[config.mk]
export PLATFORM = sky130hd
export DESIGN_NAME = uart_rx_core
export DESIGN_NICKNAME = d
export VERILOG_FILES = /design/src/rtl/uart_rx_pkg.sv /design/src/rtl/uart_rx_sync.sv /design/src/rtl/uart_rx_frame.sv /design/src/rtl/uart_rx_status.sv /design/src/rtl/uart_rx_core.sv
export SDC_FILE = /design/constraint.sdc
export NUM_CORES = 1
export LEC_CHECK = 0
export BUFFER_PORTS_ARGS = -buffer_cell sky130_fd_sc_hd__buf_2
export CAP_MARGIN = 0
export CORE_UTILIZATION = 31
export DETAILED_ROUTE_END_ITERATION = 6
export GPL_TIMING_DRIVEN = 0
export PLACE_DENSITY = 0.5
export REMOVE_ABC_BUFFERS = 1
export SYNTH_ARGS = -nofsm -noshare
export SYNTH_HDL_FRONTEND = slang
export SYNTH_SLANG_ARGS = --single-unit
export TNS_END_PERCENT = 50
[constraint.sdc]
create_clock -name clk -period 2.3 [get_ports clk]
set_clock_uncertainty 0.2 [all_clocks]
set_input_delay 0.115 -clock clk [delete_from_list [all_inputs] [get_ports clk]]
set_output_delay 0.115 -clock clk [all_outputs]
set_load 0.1 [all_outputs]
[src/rtl/uart_rx_pkg.sv]
package uart_rx_pkg;

    localparam int DEF_DATA_W = 8;
    localparam int DEF_OVS    = 16;

    typedef enum logic [2:0] {
        S_IDLE  = 3'd0,
        S_START = 3'd1,
        S_DATA  = 3'd2,
        S_PAR   = 3'd3,
        S_STOP  = 3'd4
    } rx_state_t;

    // bit order matches the host write value: [2] parity, [1] framing, [0] overrun
    typedef struct packed {
        logic per;
        logic fer;
        logic ovr;
    } rx_err_t;

    // 1 when the sampled parity bit disagrees with the expected one
    function automatic logic parity_bad(input logic sampled, input logic ones_xor,
                                        input logic odd_sel);
        return sampled != (ones_xor ^ odd_sel);
    endfunction

endpackage

[src/rtl/uart_rx_sync.sv]
module uart_rx_sync #(
    parameter int STAGES = 2
) (
    input  logic clk,
    input  logic rst,
    input  logic din,
    output logic dout
);
    logic [STAGES-1:0] q;

    generate
        if (STAGES == 1) begin : g_one
            always_ff @(posedge clk) begin
                if (rst) q <= '1;
                else     q <= din;
            end
        end else begin : g_chain
            always_ff @(posedge clk) begin
                if (rst) q <= '1;
                else     q <= {q[STAGES-2:0], din};
            end
        end
    endgenerate

    assign dout = q[STAGES-1];
endmodule

[src/rtl/uart_rx_frame.sv]
module uart_rx_frame
    import uart_rx_pkg::*;
#(
    parameter int DATA_W = DEF_DATA_W,
    parameter int OVS    = DEF_OVS
) (
    input  logic              clk,
    input  logic              rst,
    input  logic              tick_en,
    input  logic              rx_s,
    input  logic              hold,
    input  logic              par_en,
    input  logic              par_odd,
    output logic              done,
    output logic [DATA_W-1:0] data,
    output logic              perr,
    output logic              ferr
);
    localparam int CNT_W = $clog2(OVS);
    localparam int BIT_W = (DATA_W > 1) ? $clog2(DATA_W) : 1;
    localparam logic [CNT_W-1:0] LAST = CNT_W'(OVS - 1);
    localparam logic [CNT_W-1:0] MID  = CNT_W'(OVS / 2 - 1);
    localparam logic [BIT_W-1:0] TOP  = BIT_W'(DATA_W - 1);

    rx_state_t         st;
    logic [CNT_W-1:0]  cnt;
    logic [BIT_W-1:0]  bidx;
    logic [DATA_W-1:0] sh;
    logic              perr_q;

    always_ff @(posedge clk) begin
        if (rst) begin
            st     <= S_IDLE;
            cnt    <= '0;
            bidx   <= '0;
            sh     <= '0;
            perr_q <= 1'b0;
        end else if (tick_en) begin
            case (st)
                S_IDLE: begin
                    if (!hold && !rx_s) begin
                        st  <= S_START;
                        cnt <= '0;
                    end
                end
                S_START: begin
                    if (cnt == MID) begin
                        cnt <= '0;
                        if (!rx_s) begin
                            st     <= S_DATA;
                            bidx   <= '0;
                            perr_q <= 1'b0;
                        end else begin
                            st <= S_IDLE;
                        end
                    end else begin
                        cnt <= cnt + 1'b1;
                    end
                end
                S_DATA: begin
                    if (cnt == LAST) begin
                        cnt <= '0;
                        sh  <= {rx_s, sh[DATA_W-1:1]};
                        if (bidx == TOP) st <= par_en ? S_PAR : S_STOP;
                        else             bidx <= bidx + 1'b1;
                    end else begin
                        cnt <= cnt + 1'b1;
                    end
                end
                S_PAR: begin
                    if (cnt == LAST) begin
                        cnt    <= '0;
                        perr_q <= parity_bad(rx_s, ^sh, par_odd);
                        st     <= S_STOP;
                    end else begin
                        cnt <= cnt + 1'b1;
                    end
                end
                S_STOP: begin
                    if (cnt == LAST) begin
                        cnt <= '0;
                        st  <= S_IDLE;
                    end else begin
                        cnt <= cnt + 1'b1;
                    end
                end
                default: st <= S_IDLE;
            endcase
        end
    end

    assign done = tick_en && (st == S_STOP) && (cnt == LAST);
    assign data = sh;
    assign perr = par_en && perr_q;
    assign ferr = !rx_s;

    // timing moves only on ticks
    p_tick_gate_r12: assert property (@(posedge clk) disable iff (rst)
        !tick_en |=> $stable(st) && $stable(cnt));

    // no new frame starts while the status side holds us
    p_hold_idle_r10: assert property (@(posedge clk) disable iff (rst)
        (hold && st == S_IDLE) |=> st == S_IDLE);

    // the start phase never runs past mid-bit
    p_start_mid_r3: assert property (@(posedge clk) disable iff (rst)
        (st == S_START) |-> cnt <= MID);
endmodule

[src/rtl/uart_rx_status.sv]
module uart_rx_status
    import uart_rx_pkg::*;
#(
    parameter int DATA_W = DEF_DATA_W
) (
    input  logic              clk,
    input  logic              rst,
    input  logic              done,
    input  logic [DATA_W-1:0] din,
    input  logic              perr,
    input  logic              ferr,
    input  logic              rd_stb,
    input  logic              wr_stb,
    input  logic [2:0]        wr_flags,
    input  logic              rx_ie,
    output logic [DATA_W-1:0] data_q,
    output logic              rdy,
    output rx_err_t           err_q,
    output logic              hold,
    output logic              irq_rxf,
    output logic              irq_err
);
    rx_err_t wr_v;
    logic    rdy_eff;

    assign wr_v    = rx_err_t'(wr_flags);
    assign rdy_eff = rdy && !rd_stb;

    always_ff @(posedge clk) begin
        if (rst) begin
            data_q <= '0;
            rdy    <= 1'b0;
            err_q  <= '0;
        end else begin
            if (rd_stb) rdy <= 1'b0;
            if (wr_stb) begin
                if (err_q.ovr && !wr_v.ovr) err_q.ovr <= 1'b0;
                if (err_q.fer && !wr_v.fer) err_q.fer <= 1'b0;
                if (err_q.per && !wr_v.per) err_q.per <= 1'b0;
            end
            if (done) begin
                if (rdy_eff) begin
                    err_q.ovr <= 1'b1;
                end else begin
                    data_q <= din;
                    if (perr || ferr) begin
                        if (perr) err_q.per <= 1'b1;
                        if (ferr) err_q.fer <= 1'b1;
                    end else begin
                        rdy <= 1'b1;
                    end
                end
            end
        end
    end

    assign hold    = |err_q;
    assign irq_rxf = rx_ie && rdy;
    assign irq_err = rx_ie && hold;

    p_ovr_keeps_data_r7: assert property (@(posedge clk) disable iff (rst)
        $rose(err_q.ovr) |-> $stable(data_q));

    p_read_clears_r8: assert property (@(posedge clk) disable iff (rst)
        (rd_stb && !done) |=> !rdy);

    p_write_one_keeps_r9: assert property (@(posedge clk) disable iff (rst)
        (wr_stb && wr_flags[2] && err_q.per) |=> err_q.per);

    p_fer_from_frame_r6: assert property (@(posedge clk) disable iff (rst)
        $rose(err_q.fer) |-> $past(done));
endmodule

[src/rtl/uart_rx_core.sv]
module uart_rx_core
    import uart_rx_pkg::*;
#(
    parameter int DATA_W  = DEF_DATA_W,
    parameter int OVS     = DEF_OVS,
    parameter int SYNC_ST = 2
) (
    input  logic              clk,
    input  logic              rst,
    input  logic              tick_en,
    input  logic              rxd,
    input  logic              par_en,
    input  logic              par_odd,
    input  logic              rx_ie,
    input  logic              rd_stb,
    input  logic              wr_stb,
    input  logic [2:0]        wr_flags,
    output logic [DATA_W-1:0] rx_data,
    output logic              rdy,
    output logic              ovr,
    output logic              fer,
    output logic              per,
    output logic              irq_rxf,
    output logic              irq_err
);
    logic              rx_s;
    logic              hold;
    logic              done;
    logic [DATA_W-1:0] fr_data;
    logic              fr_perr;
    logic              fr_ferr;
    rx_err_t           err;

    uart_rx_sync #(.STAGES(SYNC_ST)) u_sync (
        .clk (clk),
        .rst (rst),
        .din (rxd),
        .dout(rx_s)
    );

    uart_rx_frame #(.DATA_W(DATA_W), .OVS(OVS)) u_frame (
        .clk    (clk),
        .rst    (rst),
        .tick_en(tick_en),
        .rx_s   (rx_s),
        .hold   (hold),
        .par_en (par_en),
        .par_odd(par_odd),
        .done   (done),
        .data   (fr_data),
        .perr   (fr_perr),
        .ferr   (fr_ferr)
    );

    uart_rx_status #(.DATA_W(DATA_W)) u_status (
        .clk     (clk),
        .rst     (rst),
        .done    (done),
        .din     (fr_data),
        .perr    (fr_perr),
        .ferr    (fr_ferr),
        .rd_stb  (rd_stb),
        .wr_stb  (wr_stb),
        .wr_flags(wr_flags),
        .rx_ie   (rx_ie),
        .data_q  (rx_data),
        .rdy     (rdy),
        .err_q   (err),
        .hold    (hold),
        .irq_rxf (irq_rxf),
        .irq_err (irq_err)
    );

    assign ovr = err.ovr;
    assign fer = err.fer;
    assign per = err.per;
endmodule

==> impl_summary.txt <==
----------------------------------------------------
[Critical path]
  Capturing instance or port of the critical path ... u_frame.st[0]$_SDFFE_PP0P_
  Critical setup path kind ... register to register
  Kind of start point of the critical path ... register
  Length in cells of the worst reg-to-reg path ... 5
  CP max FO ... 12
  Launch point of the worst reg-to-reg path ... u_frame.st[2]$_SDFFE_PP0P_
  Cells traversed along the worst timing path ... nand2b_2 -> o221ai_1 -> o21bai_4 -> or4_1 -> a21oi_1
  Largest incremental delay on the critical path ... 600 ps
  Worst setup path start ... u_frame.st[2]$_SDFFE_PP0P_
  Slowest cell on the critical path ... dfxtp_1
  Critical path endpoint category ... register
  Data arrival at the endpoint of the critical path ... 2160 ps
  Flop-to-flop setup slack ... 140 ps
  Worst reg2reg endpoint ... u_frame.st[0]$_SDFFE_PP0P_
  Required arrival time at the worst endpoint ... 2300 ps

[GRT]
  Number of global-route vias before repair ... 1429
  All-Layer GR Usage ... 15.3%
  Wire length of the first global-routing pass ... 6490 µm
  Overflow left after global routing ... 0
  Largest net degree at the start of global routing ... 35
  Number of antenna violations at the first check in global routing ... 0

[CTS]
  Total clock buffers created by CTS ... 5
  TritonCTS Sinks ... 33
  Max H-tree Level ... 2
  Maximum clock path buffer count ... 2
  Clock tree from TritonCTS ... yes
  Clock transition time at the flip-flop clock pins of the worst setup and hold paths ... 70 ps
  CTS Root Cell ... clkbuf_8
  Clock insertion delay at the later pin of the skew report ... 280 ps

[Yosys]
  Dominant synthesized flop cell ... dfxtp_1
  Distinct cells, synth ... 40
  Number of flops mapped to enable cells by yosys ... 0
  Cells taking the most area after synthesis ... dfxtp_1, mux2i_1, xnor2_1
  Register area share after synthesis ... 40.4%
  Syn Area/Cell ... just under 9 µm²
  Yosys top cell area share ... roughly 40%
  Leading area contributor after synthesis ... dfxtp_1
  Netlist area before placement ... between 0.0015 and 0.002 mm²
  Count of synthesis-stage warnings from yosys ... 0
  Flop and latch count out of synthesis ... 33
  Fraction of registers with async set or reset after synthesis ... 0%
  Number of instances in the synthesized netlist ... 188

[Floorplan]
  Chip Height ... 74.6 µm
  Top-level I/O count ... 26
  Die X ... 74.6 µm
  Floorplan core area ... 0.00511 mm²
  Effective utilization at floorplan ... 32.0%
  Count of standard-cell rows ... 26
  Die Footprint ... 0.00557 mm²

[Finish]
  Most frequent standard cell in the layout excluding fill and tap cells ... dfxtp_1
  Most used cells in the layout excluding fill and tap cells ... dfxtp_1, buf_2, a21oi_1
  Utilization after layout ... between 30% and 40%
  Synthesis-to-layout area growth ... 22.6%
  Net total in the final layout ... 232
  Non-filler instance count after layout ... 287
  # diodes ... 0
  Fraction of final layout cells with drive strength greater than 1 ... 23.0%
  FILL cells ... around 520

[Pwr]
  Leakage power total ... 0.719 nW
  Combinational Power Share ... 5.2%
  Worst vdd rail ir drop ... roughly 0.00035 V
  Fraction of power spent switching nets ... roughly 22%
  Seq pwr share ... 49.7%
  Net load switching power ... 0.000253 W
  Clock network fraction of total power ... around 45%
  Cell internal pwr ... 0.000918 W
  Pwr Density ... 585 mW/mm²

[Worst hold path]
  Launch point of the worst hold path ... par_en
  Hold WC Path Type ... primary input to register

[Timing]
  Final cycle utilization of the critical path ... 93.7%
  Finish-stage setup viols ... 0
  Slew at the pin closest to its max-slew limit ... 624 ps
  Unrepaired setup endpoints after global routing ... no
  Final Hold Viols ... 0
  Highest Clock Rate ... 464 MHz
  Slew HR ... 58.4%
  Final Slew Violations ... 0
  Min cycle time layout ... around 2200 ps

[Route]
  Via-to-Cell Ratio ... 4.84
  Number of DRC violations after detailed routing ... 0
  Residual antenna-violating net count after detailed routing ... 0
  Final routed wire length divided by cell count ... 12.5 µm
  TritonRoute pass-1 iters ... 4
  Vias post-DR ... ~1400
  Total detailed-routing wirelength ... 3570 µm
  DRT iter0 DRCs ... around 60

[Place]
  Routability congestion estimate from global placement ... 0.751
  DP Wirelength ... 2300 µm
  Placed cell count ... 272
  Number of input and output port buffers inserted ... 25

[Status]
  Result of the run ... finished clean

[Run]
  Max-cap violations ... 0

----------------------------------------------------
[per-stage QoR]
stage / TNS (ps) / power, W / area [µm²] / setup WS, ps / hold slack, ps
6_report: 0 / 0.00117 / 2000 / 144 / 34.5
5_1_grt: 0 / 0.00122 / 2000 / 7.70 / 44.9
4_1_cts: 0 / 0.00119 / 1970 / 5.59 / 27.5
3_5_place_dp: -3090 / 0.000649 / 1800 / -337 / 99.5
3_3_place_gp: -16970 / 0.000648 / 1790 / -1590 / 98.4
2_1_floorplan: -3680 / 0.000622 / 1570 / -413 / -15.9
[Yosys cell counts (all sizes together), types with 4 or more instances]
master	instances
dfxtp	33
a21oi	19
nand2	19
nor2	18
nand3	14
mux2i	11
xnor2	11
buf	6
clkbuf	6
o21ai	6
inv	5
nand2b	5
nor3	4
[worst min-delay path by stage]
stage                                    to  slack (ps)  depth (start not counted)
6_report       u_status.err_q[2]$_SDFF_PP0_          30                          4
5_1_grt        u_status.err_q[2]$_SDFF_PP0_          40                          4
4_1_cts        u_status.err_q[2]$_SDFF_PP0_          30                          4
3_5_place_dp         u_sync.q[0]$_SDFF_PP1_         100                          2
3_3_place_gp         u_sync.q[0]$_SDFF_PP1_         100                          2
2_1_floorplan  u_frame.bidx[1]$_SDFFE_PP0P_         -20                          1
[metal layers]
metal | vias up | global-route usage [%] | part of all wire (%)
met5 | - | 0 | 0
met4 | 0 | 5.24 | 0.98
met3 | 4 | 4.20 | 3.5
met2 | 23 | 25.1 | 46
met1 | 652 | 19.2 | 49
li1 | 711 | - | -
[critical path: cells and delay by family, from the launching register on]
| kind | cells | cell delay [ps] |
|---|---|---|
| flip-flops | 1 | 600 |
| AO/OA/AOI/OAI | 3 | 480 |
| AND/OR/NAND/NOR | 2 | 790 |
[cell families (layout without fill, tap and decap cells)]
| family | after synthesis | after routing | synth area share (%) |
|---|---|---|---|
| DFF | 33 | 33 | 40.4 |
| xor gates and xnor gates | 11 | 11 | 5.90 |
| and+or+nand+nor | 76 | 76 | 24.0 |
| adders and majority gates | 3 | 3 | 2.30 |
| AOI/OAI and AO/OA | 37 | 37 | 15.7 |
| buffers and inverters | 17 | 46 | 4.90 |
| muxes | 11 | 11 | 6.74 |
[timing repair]
action,in CTS,in global routing
endpoints found under the setup margin,10,19
hold endpoints to repair,5,0
setup buffers,1,2
pin swaps,1,2
hold buffers,5,0
resized for setup,3,4
[final cells by class]
cell class | instances | area, µm² | area share (%)
clock inverters | 2 | 35.0 | 1.75
clock buffers | 5 | 68.8 | 3.44
repair buffers | 34 | 205 | 10.2
multi-input cells | 138 | 925 | 46.2
flip-flops and latches | 33 | 663 | 33.1
inverters | 5 | 18.8 | 0.937
well taps | 70 | 87.6 | 4.37
[flip-flops by register name, indices dropped and copies added (netlist names)]
signal and cells:
u_frame.bidx 3, u_frame.cnt 4, u_frame.data 8, u_frame.perr_q 1
u_frame.st 3, u_status.data_q 8, u_status.err_q 3, u_status.rdy 1
u_sync.q 2
[power by group through the flow]
stage / sequential, W / clock, W / combinational [W]
floorplan: 0.000592 / 0 / 0.0000300
global placement: 0.000594 / 0 / 0.0000544
detailed placement: 0.000594 / 0 / 0.0000550
CTS: 0.000581 / 0.000544 / 0.0000611
global route: 0.000583 / 0.000572 / 0.0000687
finish: 0.000582 / 0.000528 / 0.0000608
Note: power is estimated with default switching activity, not from simulation.
